### src/rtl/vlsg_pkg.sv
package vlsg_pkg;

    typedef enum logic {
        REF_VERT  = 1'b0,
        REF_FIELD = 1'b1
    } ref_src_e;

    typedef struct packed {
        ref_src_e src;
        logic     pol;
        logic     vs_prev;
        logic     fi_prev;
    } ref_state_t;

endpackage

### src/rtl/vlsg_ref_track.sv
module vlsg_ref_track
    import vlsg_pkg::*;
(
    input  logic clk,
    input  logic rst_n,
    input  logic vsync_i,
    input  logic field_i,
    input  logic ref_sel_i,
    input  logic field_pol_i,
    output logic ref_fall_o
);

    ref_state_t st_d, st_q;
    logic       ref_now;
    logic       ref_old;

    always_comb begin
        st_d = st_q;
        if (st_q.src == REF_FIELD) begin
            ref_now = field_i ^ st_q.pol;
            ref_old = st_q.fi_prev ^ st_q.pol;
        end else begin
            ref_now = vsync_i;
            ref_old = st_q.vs_prev;
        end
        ref_fall_o  = ref_old & ~ref_now;
        st_d.vs_prev = vsync_i;
        st_d.fi_prev = field_i;
        if (ref_fall_o) begin
            st_d.src = ref_src_e'(ref_sel_i);
            st_d.pol = field_pol_i;
        end
    end

    always_ff @(posedge clk or negedge rst_n) begin
        if (!rst_n) begin
            st_q <= '{src: REF_VERT, pol: 1'b0, vs_prev: 1'b0, fi_prev: 1'b0};
        end else begin
            st_q <= st_d;
        end
    end

    // selects only move at a reference edge
    a_r8_mode_hold: assert property (@(posedge clk) disable iff (!rst_n)
        !ref_fall_o |=> ($stable(st_q.src) && $stable(st_q.pol)));

endmodule

### src/rtl/vlsg_sync_edge.sv
module vlsg_sync_edge (
    input  logic clk,
    input  logic rst_n,
    input  logic csync_i,
    output logic step_o
);

    logic cs_d, cs_q;

    always_comb begin
        cs_d   = csync_i;
        step_o = csync_i ^ cs_q;
    end

    always_ff @(posedge clk or negedge rst_n) begin
        if (!rst_n) begin
            cs_q <= 1'b0;
        end else begin
            cs_q <= cs_d;
        end
    end

endmodule

### src/rtl/vlsg_seq.sv
module vlsg_seq #(
    parameter int LINE_W = 8,
    parameter int RUN_W  = 8
) (
    input  logic              clk,
    input  logic              rst_n,
    input  logic              ref_fall_i,
    input  logic              step_i,
    input  logic [LINE_W-1:0] line_sel_i,
    input  logic [RUN_W-1:0]  run_len_i,
    output logic              gate_o
);

    localparam int CNT_W = LINE_W + 1;
    localparam logic [CNT_W-1:0] PRELOAD_ADD = CNT_W'(2);
    localparam logic [CNT_W-1:0] CNT_ONE     = CNT_W'(1);
    localparam logic [RUN_W-1:0] RUN_ONE     = RUN_W'(1);

    typedef struct packed {
        logic [CNT_W-1:0] cnt;
        logic [RUN_W-1:0] left;
        logic             armed;
        logic             gate;
    } seq_state_t;

    seq_state_t st_d, st_q;

    always_comb begin
        st_d = st_q;
        if (ref_fall_i) begin
            st_d.cnt   = {1'b0, line_sel_i} + PRELOAD_ADD;
            st_d.left  = (run_len_i == '0) ? RUN_ONE : run_len_i;
            st_d.armed = 1'b1;
            st_d.gate  = 1'b0;
        end else if (st_q.armed && step_i) begin
            if (!st_q.gate) begin
                st_d.cnt = st_q.cnt - CNT_ONE;
                if (st_q.cnt == CNT_ONE) begin
                    st_d.gate = 1'b1;
                end
            end else begin
                st_d.left = st_q.left - RUN_ONE;
                if (st_q.left == RUN_ONE) begin
                    st_d.gate  = 1'b0;
                    st_d.armed = 1'b0;
                end
            end
        end
    end

    always_ff @(posedge clk or negedge rst_n) begin
        if (!rst_n) begin
            st_q <= '{cnt: '0, left: '0, armed: 1'b0, gate: 1'b0};
        end else begin
            st_q <= st_d;
        end
    end

    assign gate_o = st_q.gate;

    // an open gate implies the start latch is still set
    a_r5_gate_needs_arm: assert property (@(posedge clk) disable iff (!rst_n)
        st_q.gate |-> st_q.armed);

    // no borrow past zero while counting
    a_r3_no_wrap: assert property (@(posedge clk) disable iff (!rst_n)
        (st_q.armed && !st_q.gate) |-> (st_q.cnt != '0));

    // a counted step strictly lowers the count
    a_r3_count_down: assert property (@(posedge clk) disable iff (!rst_n)
        (st_q.armed && !st_q.gate && step_i && !ref_fall_i && st_q.cnt != CNT_ONE)
        |=> (st_q.cnt < $past(st_q.cnt)));

    // with neither a step nor a reference edge the count holds
    a_r10_idle_hold: assert property (@(posedge clk) disable iff (!rst_n)
        (!step_i && !ref_fall_i) |=> ($stable(st_q.cnt) && $stable(st_q.gate)));

endmodule

### src/rtl/video_line_gate.sv
module video_line_gate #(
    parameter int LINE_W = 8,
    parameter int RUN_W  = 8
) (
    input  logic              clk,
    input  logic              rst_n,
    input  logic              csync_in,
    input  logic              vsync_in,
    input  logic              field_in,
    input  logic              ref_sel_in,
    input  logic              field_pol_in,
    input  logic [LINE_W-1:0] line_sel_in,
    input  logic [RUN_W-1:0]  run_len_in,
    output logic              gate_out
);

    logic ref_fall;
    logic sync_step;

    vlsg_ref_track u_ref (
        .clk        (clk),
        .rst_n      (rst_n),
        .vsync_i    (vsync_in),
        .field_i    (field_in),
        .ref_sel_i  (ref_sel_in),
        .field_pol_i(field_pol_in),
        .ref_fall_o (ref_fall)
    );

    vlsg_sync_edge u_edge (
        .clk    (clk),
        .rst_n  (rst_n),
        .csync_i(csync_in),
        .step_o (sync_step)
    );

    vlsg_seq #(
        .LINE_W(LINE_W),
        .RUN_W (RUN_W)
    ) u_seq (
        .clk       (clk),
        .rst_n     (rst_n),
        .ref_fall_i(ref_fall),
        .step_i    (sync_step),
        .line_sel_i(line_sel_in),
        .run_len_i (run_len_in),
        .gate_o    (gate_out)
    );

    // the gate only opens on a counted sync step
    a_r3_open_on_step: assert property (@(posedge clk) disable iff (!rst_n)
        $rose(gate_out) |-> $past(sync_step && !ref_fall));

    // the gate only closes on a sync step or a reference edge
    a_r9_close_cause: assert property (@(posedge clk) disable iff (!rst_n)
        $fell(gate_out) |-> $past(sync_step || ref_fall));

    // a reference edge always leaves the gate low
    a_r9_ref_drops_gate: assert property (@(posedge clk) disable iff (!rst_n)
        ref_fall |=> !gate_out);

endmodule

### config.mk
export PLATFORM = sky130hd
export DESIGN_NAME = video_line_gate
export DESIGN_NICKNAME = d
export VERILOG_FILES = /design/src/rtl/vlsg_pkg.sv /design/src/rtl/vlsg_ref_track.sv /design/src/rtl/vlsg_sync_edge.sv /design/src/rtl/vlsg_seq.sv /design/src/rtl/video_line_gate.sv
export SDC_FILE = /design/constraint.sdc
export NUM_CORES = 1
export LEC_CHECK = 0
export BUFFER_PORTS_ARGS = -buffer_cell sky130_fd_sc_hd__clkbuf_2
export CAP_MARGIN = 20
export CELL_PAD_IN_SITES_DETAIL_PLACEMENT = 1
export CELL_PAD_IN_SITES_GLOBAL_PLACEMENT = 2
export CORE_ASPECT_RATIO = 0.8
export CORE_MARGIN = 3
export CORE_UTILIZATION = 30
export CTS_BUF_LIST = sky130_fd_sc_hd__clkbuf_2 sky130_fd_sc_hd__clkbuf_4 sky130_fd_sc_hd__clkbuf_8
export CTS_CLUSTER_DIAMETER = 100
export DETAILED_ROUTE_END_ITERATION = 8
export GPL_TIMING_DRIVEN = 0
export PLACE_DENSITY = 0.74
export SLEW_MARGIN = 10
export SYNTH_ARGS = -nofsm -noshare
export SYNTH_HDL_FRONTEND = slang
export SYNTH_SLANG_ARGS = --single-unit
export TNS_END_PERCENT = 1
### constraint.sdc
create_clock -name clk -period 1.6 [get_ports clk]
set_input_delay 0.32 -clock clk [delete_from_list [all_inputs] [get_ports clk]]
set_output_delay 0.32 -clock clk [all_outputs]
set_load 0.02 [all_outputs]
### Yosys cells after proc, flatten, opt, wreduce, memory -nomap -nowiden

Index checks and enable logic that the tools add are counted.

* add/subtract/negate cells: 3
* eq/ne operators: 3
* multiplexer cells: 10
* bitwise operators: 5
* reduce and logical (&&, ||, !) cells: 8

Operator list (count)
* $mux 19: 2
* $mux 9: 2
* $add 8x2->9 const B: 1
* $eq 9x1->1 const B: 1
* $sub 9x1->9 const B: 1
* $eq 8x1->1 const B: 1
* $logic_not 8->1: 1
* $mux 8: 1
* $sub 8x1->8 const B: 1
* $reduce_bool 2->1: 3
* $mux 1: 4
* $reduce_and 2->1: 2
* $reduce_and 3->1: 1
* $xor 1x1->1: 3
* $mux 2: 1
* $ne 2x2->1 const B: 1
* $and 1x1->1: 1
* $logic_and 1x1->1: 1
* $not 1->1: 1

* register bits after elaboration: 24
* input bits: 23
* output and inout bits: 1
* logic and storage cells: 38

### Longest topological paths before layout

Gate-level depths: netlist (run 1).

* word-level depth: 6
* gate-level depth with buffers: 6
* gate-level depth less buffers: 6

### Hierarchy

A second synthesis (run 1) with hierarchy kept.

* cell total of the unflattened synthesis: 145
* area, all modules: 1450.1 um^2

Modules (own cells, without submodules)
* vlsg_seq: times used 1, cells an instance 126, area each 1226.2 um^2, seq. area each 475.5 um^2
* vlsg_ref_track: times used 1, cells an instance 17, area each 190.2 um^2, seq. area each 100.1 um^2
* vlsg_sync_edge: times used 1, cells an instance 2, area each 33.8 um^2, seq. area each 25.0 um^2

### Least setup slack after synthesis (run 1)

Ideal clock, no wire load.

* kind: register to register
* from: reg u_seq.st_q[3] in the netlist's numbering
* to: reg u_seq.st_q[1] in the netlist's numbering
* library setup time: 0.144 ns
* arrival: 1.387 ns
* data required time: 1.456 ns
* slack: 0.069 ns
* cell stages (with the launch flop): 6
* path buffers: 0
* period minus slack after synthesis: 1.531 ns
* cells stage by stage: dfrtp_1 -> inv_1 -> ha_1 -> or4b_2 -> nor3_1 -> o21ai_0

* longest elaborated chain between the ends: 3

RTL lines
* start, declared: line vlsg_seq.sv:26 `seq_state_t st_d, st_q;`
* start signal, assigned: line vlsg_seq.sv:53 `st_q <= '{cnt: '0, left: '0, armed: 1'b0, gate: 1'b0};`
* start signal, assigned: line vlsg_seq.sv:55 `st_q <= st_d;`
* $eq 8x1->1: line vlsg_seq.sv:43 `if (st_q.left == RUN_ONE) begin`
* $reduce_bool 2->1 (no line)
* $reduce_and 3->1 (no line)

No other way between the ends.
A chain may end at the register's enable or synchronous reset.

### Worst setup path in the final report (run 1)

* from: reg u_seq.st_q[16] in the netlist's numbering
* to: reg u_seq.st_q[17] in the netlist's numbering

* longest elaborated chain between the ends: 4

RTL lines
* $sub 9x1->9: line vlsg_seq.sv:37 `st_d.cnt = st_q.cnt - CNT_ONE;`
* $mux 9: line vlsg_seq.sv:36 `if (!st_q.gate) begin`
* $mux 19: line vlsg_seq.sv:35 `end else if (st_q.armed && step_i) begin`
* $mux 19: line vlsg_seq.sv:30 `if (ref_fall_i) begin`

No other way between the ends. The select of a mux whose other input is x is not followed.

==> results of run 1 <==
critical path, stage by stage, from the launching register on:
cell,delay [ps]
dfrtp_1,410
or4_4,560
nand4b_1,220
xor2_1,180
mux2i_1,90
final timing paths:
| check | startpoint | end | slack, ps | cells after the start |
|---|---|---|---|---|
| min in group clk | vsync_in | u_ref.st_q[1] | 190 | 1 |
| max in group asynchronous | rst_n | u_edge.cs_q | 1080 | 1 |
| worst min register to register | u_ref.st_q[1] | u_ref.st_q[3] | 510 | 2 |
| worst max-delay path | u_seq.st_q[16] | u_seq.st_q[17] | 30 | 4 |
| worst max register to register | u_seq.st_q[16] | u_seq.st_q[17] | 30 | 4 |
| worst min-delay path | rst_n | u_seq.st_q[3] | 70 | 1 |
metal layers:
layer / track usage, % / wire length, um / share of wire, % / vias to the layer above
met5: 0 / 0 / 0 / -
met4: 2.410 / 28 / 0.73 / 0
met3: 2.613 / 90 / 2.4 / 2
met2: 25.10 / 1982 / 52 / 19
met1: 17.02 / 1724 / 45 / 610
li1: - / - / - / 574
kinds of logic (layout without fill, tap and decap cells):
| logic type | after synthesis | in the layout | share of synthesized area [%] |
|---|---|---|---|
| buffers and inverters | 9 | 38 | 2.472 |
| and+or+nand+nor | 58 | 58 | 25.75 |
| xor gates and xnor gates | 20 | 20 | 12.96 |
| DFF | 24 | 24 | 40.92 |
| AOI/OAI and AO/OA | 22 | 22 | 8.611 |
| muxes | 7 | 7 | 5.030 |
| adders and majority gates | 5 | 5 | 4.263 |
layout by cell type, fill, tap and decap left out, types with 3 or more instances in the layout:
master / instances
a21oi_1: 13
buf_4: 4
clkbuf_2: 23
clkbuf_8: 3
dfrtp_1: 22
ha_1: 4
inv_1: 4
mux2i_1: 4
nand2_1: 5
nand3_1: 5
nor2_1: 15
nor3b_1: 3
nor4_2: 3
o21ai_0: 4
xnor2_1: 12
xor2_1: 6
layout make-up:
type / count / area [um2]
multi-input cells: 112 / 964.7
clock buffers: 3 / 41.29
flip-flops and latches: 24 / 603.1
plain buffers: 3 / 17.52
repair buffers: 26 / 137.6
well taps: 60 / 75.07
inverters: 6 / 22.52
fillers: 526 / 2790
state kept, by name, summed over array words and instances, names as in the netlist:
signal / flops
u_edge.cs_q: 1
u_ref.st_q: 4
u_seq.gate_o: 1
u_seq.st_q: 18
where the power goes:
group | switching, uW | internal (uW)
clock | 190 | 168
sequential | 293 | 850
combinational | 519 | 540
total | 1000 | 1560
metrics by stage:
step                      instances  TNS [ps]  worst slack [ps]
final                           234         0             33.33
after detailed placement        228     -3153            -276.2
after CTS                       231    -98.38            -39.35
after global routing            234    -120.3            -25.74
after global placement          228     -1958            -207.0
after floorplan                 145         0             69.01
timing repair:
item,in CTS,in global routing
pin swaps,1,3
gates cloned,0,0
endpoints found under the setup margin,19,18
buffers inserted,0,3
resized for setup,11,17
==> results.txt, run 1 <==
The tree is rooted in a clkbuf_8. For the worst setup path, the data required time is 1750 ps. The share of the Yosys chip area taken by registers is 40.92%. The worst path in the final design needs a cycle of 1567 ps, including I/O delays and setup. The tools report the startpoint kind of the worst setup timing path as a flip-flop.

The logs give 0.6383 GHz for the fmax and 65.47 ps for the hold slack. In the global route stage, overall resource usage came out at 13.61%. The number of buffers inserted for hold repair after clock tree synthesis was 0.

After clock tree synthesis, the clock-pin slew on the worst setup and hold paths is 80 ps. In this run the tightest slew margin relative to its limit is 56.86%. The sort of element at the end of the critical path is a flip-flop.

After detailed routing, the average wire length per cell comes to 16.35 um. The part of the cycle the worst path needs is 97.92%, and the chip height is 68.56 um. TritonCTS built the clock tree. Setup repair after global routing could not meet its margin everywhere.

The number of top-level pins is 24, and the count of synthesis-stage warnings from yosys is 0. The core region is 0.004652 mm2. Once the floorplan was initialized, standard cells occupied 31.55% of the core. The die covers 0.005773 mm2. The longest clock path from root to sink contains 2 buffers. Portion of synthesized cell area occupied by the leading cell type: 40.92%. Of all cell types, the one taking the most synthesized area is dfrtp_1. Once layout is complete, the utilization of the core stands at 40.02%. The first global-routing pass estimated 6127 um of wire. The biggest fanout along the worst timing path works out to 3.

Counting distinct cell types in the post-synthesis netlist gives 41. Once detail routing completed, the nets flagged for antenna violations numbered 0. Counting instances in the post-synthesis netlist gives the leading cell types as dfrtp_1 (24), nor2_1 (15), a21oi_1 (13), xnor2_1 (12). Once detailed placement completed, the half-perimeter wirelength came to 2862 um. The tools report the placement row count as 22. The routed layout has 1,205 vias.

Measured along the x axis, the die boundary spans 84.20 um. TritonCTS created 3 clock buffers. The run gives 1720 ps as the data arrival time at the worst-slack endpoint. The detailed router finished its first iteration with 23 violations.

The top flip-flop cell by instance count after synthesis was dfrtp_1. The run gives 145 as the synthesized netlist cell count. The clock arrives with 3.428 ps of skew. The tools report the number of H-tree levels as 1. Entering global routing, the biggest net connects 25 pins. The slew at the pin closest to its max-slew limit works out to 647.0 ps.

The number of sinks handled by clock tree synthesis was 24; the synthesis-to-finish area growth was 26.85%. After synthesis, the share of flip-flops with an asynchronous set or reset is 100.0%. For the routability congestion estimate, the log shows 0.7828.

In this run, synthesis inferred 0 flip-flops with an integrated enable. The initial antenna violation count is 0, and the quantity of I/O buffers inserted on ports is 23. The via count of the first global-routing pass is 1,308. The max-capacitance violation count is 0, and the mean area per synthesized cell is 10.12 um2. The tightest min-delay check is of the input port to async pin type.

The fraction of final layout cells sized beyond drive strength 1 was 35.06%. The leakage dissipation was 0.0007612 uW. By instance count, the leading cell after synthesis is dfrtp_1. Peak ir drop on the vdd network: 0.0004467 V. The path type of the worst setup path was flip-flop to flip-flop. Setup violations remaining at the end of the flow were counted as 0. Insertion delay of the later-clocked pin in the worst-skew pair: 260 ps.

The power per unit of standard cell area works out to 1375 mW/mm2. The net count reported at finish came out at 204. Global routing finished with a remaining overflow of 0.

The placed instances occupy a cell area of 0.001658 mm2. Number of iterations in the first detailed-routing pass: 4. Using the TritonRoute via totals, the vias-per-cell ratio works out to 5.150. After layout, the design draws a total of 2560 uW. In the routed design, unresolved DRC markers number 0. The post-synth net total is 173, and the final hold violation count is 0. In this run, synthesis produced a sequential element count of 24.

The flow ran to the end, and the final reports show no timing, DRC or antenna violations. The summed instance area of the synthesized netlist came out at 0.001468 mm2. The finished cells cover 0.001862 mm2. Summed over all layers, the routed wires come to 3825 um.

By area the synthesized netlist is led by dfrtp_1 (41%), xnor2_1 (7.2%), a21oi_1 (4.4%), ha_1 (4.3%), nor2_1 (3.8%). The repair_antennas step left the layout with diodes totalling 0. The run gives 0 as the total count of max-transition violations in the final report.
Note: power is estimated with default switching activity, not from simulation.
==> inputs of run 2 (changes only) <==
Settings changed: BUFFER_PORTS_ARGS -buffer_cell sky130_fd_sc_hd__clkbuf_2 to -buffer_cell sky130_fd_sc_hd__buf_2, RECOVER_POWER set to 25.
==> results.txt, run 2 (synthesis gave the netlist of run 1 again) <==
The slowest cell on the critical path is or4_4 (unchanged). Largest registers in the final layout: u_seq.st_q x18, u_ref.st_q x4 (unchanged). Leakage dissipation: 0.0007273 uW (was 0.0007612 uW). The run gives -26.68 ps (was 33.33 ps) as the final worst-path setup slack. The sum of net half-perimeters after detailed placement was 2742 um (was 2862 um); the leftover overflow at the end of global routing was 0 (unchanged).

Sort of element at the end of the critical path: a flip-flop (unchanged). The average via count per standard cell works out to 5.047 (was 5.150). TritonCTS built the clock tree. The flow ran to the end, but the final reports show violations.

The total number of vias was 1,181 (was 1,205); the part of the cycle the worst path needs was 101.7% (was 97.92%). The tools report the full die area as 0.005773 mm2 (unchanged). The minimum clock period after layout is 1627 ps (was 1567 ps), and the routability congestion estimate is 0.7774 (was 0.7828). The number of buffers between clock root and the deepest sink is 2 (unchanged). The insertion delay of the later-clocked pin in the worst-skew pair came out at 270 ps (was 260 ps).

For the number of top-level pins, the log shows 24 (unchanged). The initial antenna violation count is 0 (unchanged). The startpoint kind of the worst setup timing path is a flip-flop (unchanged). The root cell of the clock tree was clkbuf_8 (unchanged). The register with the most flip-flops was u_seq.st_q (unchanged). For the total track usage, the log shows 12.74% (was 13.61%). The run gives 0.6147 GHz (was 0.6383 GHz) as the fmax. The checks that failed: negative setup slack. The total negative setup slack is -47.14 ps (was 0 ps). The startpoint identified for the worst hold timing path is vsync_in.

The antenna diode count was 0 (unchanged). The number of buffers created by CTS was 3 (unchanged); the flop-to-flop setup slack was -30 ps (was 30 ps). The required time at the endpoint of the critical path came out at 1740 ps (was 1750 ps). Setup repair after global routing could not meet its margin everywhere.

The slew at the pin closest to its max-slew limit is 1385 ps (was 647.0 ps), and the number of iterations in the first detailed-routing pass is 4 (unchanged). The synthesis-to-finish area growth is 25.06% (was 26.85%), and the clock slew at the register clock pins of the worst setup and hold paths is 90 ps (was 80 ps). Category of cells accounting for the largest share of critical-path delay: simple AND/OR/NAND/NOR gates (unchanged). The total DRC errors in the routed layout is 0 (unchanged), and the number of DRC markers in iteration 0 is 43 (was 23). The critical register-to-register path startpoint is u_seq.st_q[2] (was u_seq.st_q[16]).

CP cell instances: or4_4 -> nor4_4 -> xnor2_1 -> a21oi_1 (was or4_4 -> nand4b_1 -> xor2_1 -> mux2i_1). The number of sinks handled by clock tree synthesis is 24 (unchanged), and the setup clock skew after layout is 10.72 ps (was 3.428 ps). The class of the tightest hold or removal check is input port to flip-flop (was input port to async pin).

The total wire length came out at 3717 um (was 3825 um). Area inside the core boundary: 0.004652 mm2 (unchanged). The run gives 1770 ps (was 1720 ps) as the data arrival time at the worst-slack endpoint. For the cell count after placement, the log shows 228 (unchanged). The global-route wire length before repair is 5775 um (was 6127 um). Via count of the first global-routing pass: 1,207 (was 1,308).

The number of cells on the worst hold path is 1. The chip height is 68.56 um (unchanged). The final hold violation count is 0 (unchanged), and the post-detailed-route wirelength per cell is 15.88 um (was 16.35 um). For the number of antenna-violating nets in the routed design, the log shows 0 (unchanged). The biggest fanout along the worst timing path is 4 (was 3). For the effective utilization at floorplan, the log shows 31.55% (unchanged). Most common cell after layout, fill and taps aside: dfrtp_1 (was clkbuf_2). The quantity of I/O buffers inserted on ports came out at 23 (unchanged). For the final standard cell area without fillers, the log shows 0.001836 mm2 (was 0.001862 mm2). The fraction of final layout cells sized beyond drive strength 1 is 32.76% (was 35.06%).

The run gives 2 (was 0) as the count of final setup violators. Terminus of the critical flop-to-flop path: u_seq.st_q[9] (was u_seq.st_q[17]). The flip-flop count of the largest register after layout is 18 (unchanged).

The max-capacitance violation count came out at 0 (unchanged). Peak ir drop on the vdd network: 0.0005261 V (was 0.0004467 V). The tools report the number of H-tree levels as 1 (unchanged). Leading cell types in the layout, fill and taps excluded: dfrtp_1 (23), buf_2 (20), nor2_1 (15), xnor2_1 (12), a21oi_1 (12) (was clkbuf_2 (23), dfrtp_1 (22), nor2_1 (15), a21oi_1 (13), xnor2_1 (12)).

The worst reg-to-reg path cell count came out at 4 (unchanged). The number of cells in the finished layout apart from fillers is 234 (unchanged). The die boundary width was 84.20 um (unchanged). The area of placed instances is 0.001658 mm2 (unchanged).

The count of buffer and inverter cells on the critical path is 0 (unchanged). The logs give 39.46% (was 40.02%) for the final design utilization and 0 (unchanged) for the total count of max-transition violations in the final report. The pin count of the biggest net entering global routing is 25 (unchanged), and the power per unit of standard cell area is 1376 mW/mm2 (was 1375 mW/mm2). For the net count reported at finish, the log shows 204 (unchanged). The tools report the worst relative slew slack as 7.647% (was 56.86%).

The placement row count was 22 (unchanged); the delay contributed by the slowest stage of the critical path was 570 ps (was 560 ps). The tools report the end point of the worst hold path as u_ref.st_q[1]. The path type of the worst setup path was flip-flop to flip-flop (unchanged). The number of buffers inserted for hold repair after clock tree synthesis is 0 (unchanged).
run 2: layout make-up:
cell class,count,area (um2)
fill,545,2816
multi-input combinational,112,942.2
sequential,24,601.8
timing repair buffer,26,132.6
tap,60,75.07
clock buffer,3,41.29
inverter,6,22.52
buffer,3,20.02
run 2: worst max path at each step:
stage | from | end | cells after the start
final | u_seq.st_q[2] | u_seq.st_q[9] | 4
after floorplan | u_seq.st_q[3] | u_seq.st_q[1] | 5
after detailed placement | field_in | u_seq.st_q[1] | 5
after CTS | u_ref.st_q[3] | u_seq.st_q[8] | 5
after global routing | u_seq.st_q[2] | u_seq.st_q[8] | 7
after global placement | field_in | u_seq.st_q[1] | 5
run 2: per-stage QoR:
stage | power, uW | hold WS [ps] | worst slack [ps]
floorplan | 1713 | 24.41 | 69.01
global placement | 1947 | 339.7 | -194.0
detailed placement | 1999 | 350.1 | -235.2
CTS | 2414 | 57.35 | -29.81
global route | 2719 | 192.6 | -66.48
finish | 2525 | 199.3 | -26.68
run 2: where the power goes:
part	leakage [uW]	internal (uW)	switching, uW	total [uW]
Combinational	0.000435	528	510	1040
Sequential	0.000270	848	278	1130
Clock	0.0000216	168	194	362
Total	0.000727	1540	982	2530
run 2: per-layer routing:
metal / part of all wire [%] / up-vias / track usage [%]
met5: 0 / - / 0
met4: 0 / 0 / 1.807
met3: 1.5 / 0 / 2.613
met2: 50 / 9 / 21.95
met1: 48 / 598 / 17.14
li1: - / 574 / -
run 2: timing repair:
item / in CTS / in global routing
setup endpoints to repair: 18 / 18
gates cloned: 0 / 0
pin swaps: 1 / 4
resized for setup: 5 / 20
buffers inserted: 0 / 3
==> inputs of run 3 (changes only) <==
Settings changed: SETUP_SLACK_MARGIN set to 0.05.
==> results.txt, run 3 (synthesis gave the netlist of run 1 again) <==
The number of H-tree levels came out at 1 (unchanged). The net switching power was 1019 uW (was 981.7 uW). For the required time at the endpoint of the critical path, the log shows 1790 ps (was 1740 ps).

The via count of the first global-routing pass was 1,207 (unchanged); the proportion of power drawn by flip-flops and latches was 43.7% (was 44.6%). Critical register-to-register path startpoint: u_seq.st_q[2] (unchanged). The minimum clock period after layout was 1624 ps (was 1627 ps); the part of the total power dissipated in the clock network was 13.9% (was 14.3%). The run gives 0 (unchanged) as the number of antenna-violating nets in the routed design. The register with the most flip-flops was u_seq.st_q (unchanged). The logs give 12.74% (unchanged) for the total track usage and 0 (unchanged) for the antenna diode count. The path type of the worst setup path was flip-flop to flip-flop (unchanged).

The capture point of the critical path is u_seq.st_q[8] (was u_seq.st_q[9]). The slowest cell on the critical path is dfrtp_1 (was or4_4). The number of top-level pins came out at 24 (unchanged). The most common cell after layout, fill and taps aside is dfrtp_1 (unchanged). Leading cell types in the layout, fill and taps excluded: dfrtp_1 (23), buf_2 (20), nor2_1 (15), xnor2_1 (12), a21oi_1 (12) (unchanged). Most used cell along the critical path: inv_2.

The run gives 2 (unchanged) as the number of buffers between clock root and the deepest sink. The run gives 0 (unchanged) as the max-capacitance violation count. The switching part of the total power is 39.12% (was 38.87%), and the cell count after placement is 228 (unchanged).

The flow ran to the end, but the final reports show violations. The number of iterations in the first detailed-routing pass is 4 (unchanged). Largest registers in the final layout: u_seq.st_q x18, u_ref.st_q x4 (unchanged). The flip-flop count of the largest register after layout works out to 18 (unchanged).

The tools report the total wire length as 3755 um (was 3717 um). Root cell of the clock tree: clkbuf_8 (unchanged). The final worst-path setup slack is -24.01 ps (was -26.68 ps). The global-route wire length before repair is 5775 um (unchanged). The cell-internal power was 1586 uW (was 1544 uW).

The number of cells in the finished layout apart from fillers was 235 (was 234); the post-detailed-route wirelength per cell was 15.98 um (was 15.88 um). Violated checks: negative setup slack (unchanged). The count of final setup violators is 1 (was 2), and the peak ir drop on the vdd network is 0.0005295 V (was 0.0005261 V).

For the full die area, the log shows 0.005773 mm2 (unchanged). Average via count per standard cell: 5.089 (was 5.047). The fraction of final layout cells sized beyond drive strength 1 is 36.00% (was 32.76%), and the initial antenna violation count is 0 (unchanged).

The chip height was 68.56 um (unchanged); the synthesis-to-finish area growth was 28.39% (was 25.06%). The total number of vias came out at 1,196 (was 1,181). The sort of element at the end of the critical path is a flip-flop (unchanged). The sum of net half-perimeters after detailed placement is 2742 um (unchanged). The area of placed instances came out at 0.001658 mm2 (unchanged). The filler cell count is 537 (was 545), and the area inside the core boundary is 0.004652 mm2 (unchanged). The flop-to-flop setup slack came out at -20 ps (was -30 ps). The data arrival time at the worst-slack endpoint is 1820 ps (was 1770 ps). Class of the tightest hold or removal check: input port to flip-flop (unchanged). The tools report the final standard cell area without fillers as 0.001884 mm2 (was 0.001836 mm2).

For the pin count of the biggest net entering global routing, the log shows 25 (unchanged). The number of buffers inserted for hold repair after clock tree synthesis is 0 (unchanged), and the quantity of I/O buffers inserted on ports is 23 (unchanged). For the placement row count, the log shows 22 (unchanged).

Worst reg-to-reg path cell count: 7 (was 4). The run gives 0.0007348 uW (was 0.0007273 uW) as the leakage dissipation. The final design utilization was 40.51% (was 39.46%); the die boundary width was 84.20 um (unchanged). The power per unit of standard cell area is 1382 mW/mm2 (was 1376 mW/mm2), and the final hold violation count is 0 (unchanged). The startpoint kind of the worst setup timing path is a flip-flop (unchanged). The setup clock skew after layout came out at 9.831 ps (was 10.72 ps). The delay contributed by the slowest stage of the critical path is 450 ps (was 570 ps), and the leftover overflow at the end of global routing is 0 (unchanged). The routability congestion estimate is 0.7774 (unchanged), and the total power is 2605 uW (was 2525 uW). The terminus of the critical flop-to-flop path was u_seq.st_q[8] (was u_seq.st_q[9]). For the share of power burned in combinational logic, the log shows 42.4% (was 41.1%). Fmax: 0.6158 GHz (was 0.6147 GHz).

The number of DRC markers in iteration 0 came out at 52 (was 43). The slew at the pin closest to its max-slew limit works out to 1371 ps (was 1385 ps). The storage element area came out at 601.8 um2 (unchanged). CP cell instances: buf_6 -> inv_2 -> ha_4 -> inv_2 -> or3_4 -> o31a_1 -> a21oi_2 (was or4_4 -> nor4_4 -> xnor2_1 -> a21oi_1). The tools report the beginning of the critical path as u_seq.st_q[2] (unchanged).

The net count reported at finish is 205 (was 204). The number of sinks handled by clock tree synthesis was 24 (unchanged). The combined area of the multi-input logic cells was 968.4 um2 (was 942.2 um2). Insertion delay of the later-clocked pin in the worst-skew pair: 270 ps (about the same). The clock slew at the register clock pins of the worst setup and hold paths came out at 90 ps (about the same). The number of buffers created by CTS is 3 (unchanged). TritonCTS built the clock tree. The total DRC errors in the routed layout came out at 0 (unchanged).

Total count of max-transition violations in the final report: 0 (unchanged). Setup repair after global routing could not meet its margin everywhere. The biggest fanout along the worst timing path was 4 (unchanged); the part of the cycle the worst path needs was 101.5% (was 101.7%). The worst relative slew slack was 8.596% (was 7.647%); the effective utilization at floorplan was 31.55% (unchanged).
[run 3: layout make-up]
cell class	instances	share of cell area, %
Multi-Input combinational cell	112	51.39
Sequential cell	24	31.94
Timing Repair Buffer	27	7.703
Tap cell	60	3.984
Clock buffer	3	2.191
Buffer	3	1.594
Inverter	6	1.195
[run 3: worst min-delay path by stage]
stage | from | end | slack (ps) | cells after the start
2_1_floorplan | rst_n | u_edge.cs_q | 20 | 0
3_3_place_gp | rst_n | u_ref.st_q[2] | 340 | 1
3_5_place_dp | rst_n | u_ref.st_q[2] | 350 | 1
4_1_cts | rst_n | u_seq.st_q[3] | 60 | 1
5_1_grt | vsync_in | u_ref.st_q[1] | 190 | 1
6_report | vsync_in | u_ref.st_q[1] | 200 | 1
[run 3: metrics by stage]
step           TNS (ps)  worst slack, ps  hold WS (ps)
3_5_place_dp      -2339           -235.2         350.1
6_report         -24.01           -24.01         198.6
3_3_place_gp      -1878           -194.0         339.7
2_1_floorplan         0            69.01         24.41
5_1_grt          -190.1           -59.76         192.9
4_1_cts          -29.81           -29.81         57.35
[run 3: critical path, delay by kind of cell, from the launching register on]
kind / cells / cell delay [ps]
AOI/OAI and AO/OA: 2 / 410
adders and majority gates: 1 / 110
buffers and inverters: 3 / 240
DFF: 1 / 450
and+or+nand+nor: 1 / 330
[run 3: routing by layer]
metal | vias up | track usage, % | share of wire [%] | routed length [um]
met5 | - | 0 | 0 | 0
met4 | 0 | 1.807 | 0.75 | 28
met3 | 2 | 2.613 | 2.2 | 81
met2 | 11 | 21.95 | 49 | 1850
met1 | 606 | 17.14 | 48 | 1795
li1 | 577 | - | - | -
[run 3: power groups by stage]
stage	clock network, uW	logic (uW)	registers, uW
global route	401	1230	1170
global placement	0	865	1080
detailed placement	0	895	1100
finish	362	1110	1140
CTS	375	940	1100
floorplan	0	678	1040
[run 3: what timing repair did]
| item | in CTS | in global routing |
|---|---|---|
| gates resized for setup | 6 | 31 |
| endpoints found under the setup margin | 19 | 19 |
| buffers inserted | 0 | 4 |
| endpoints found under the hold margin | 0 | 0 |
| pin swaps | 3 | 9 |
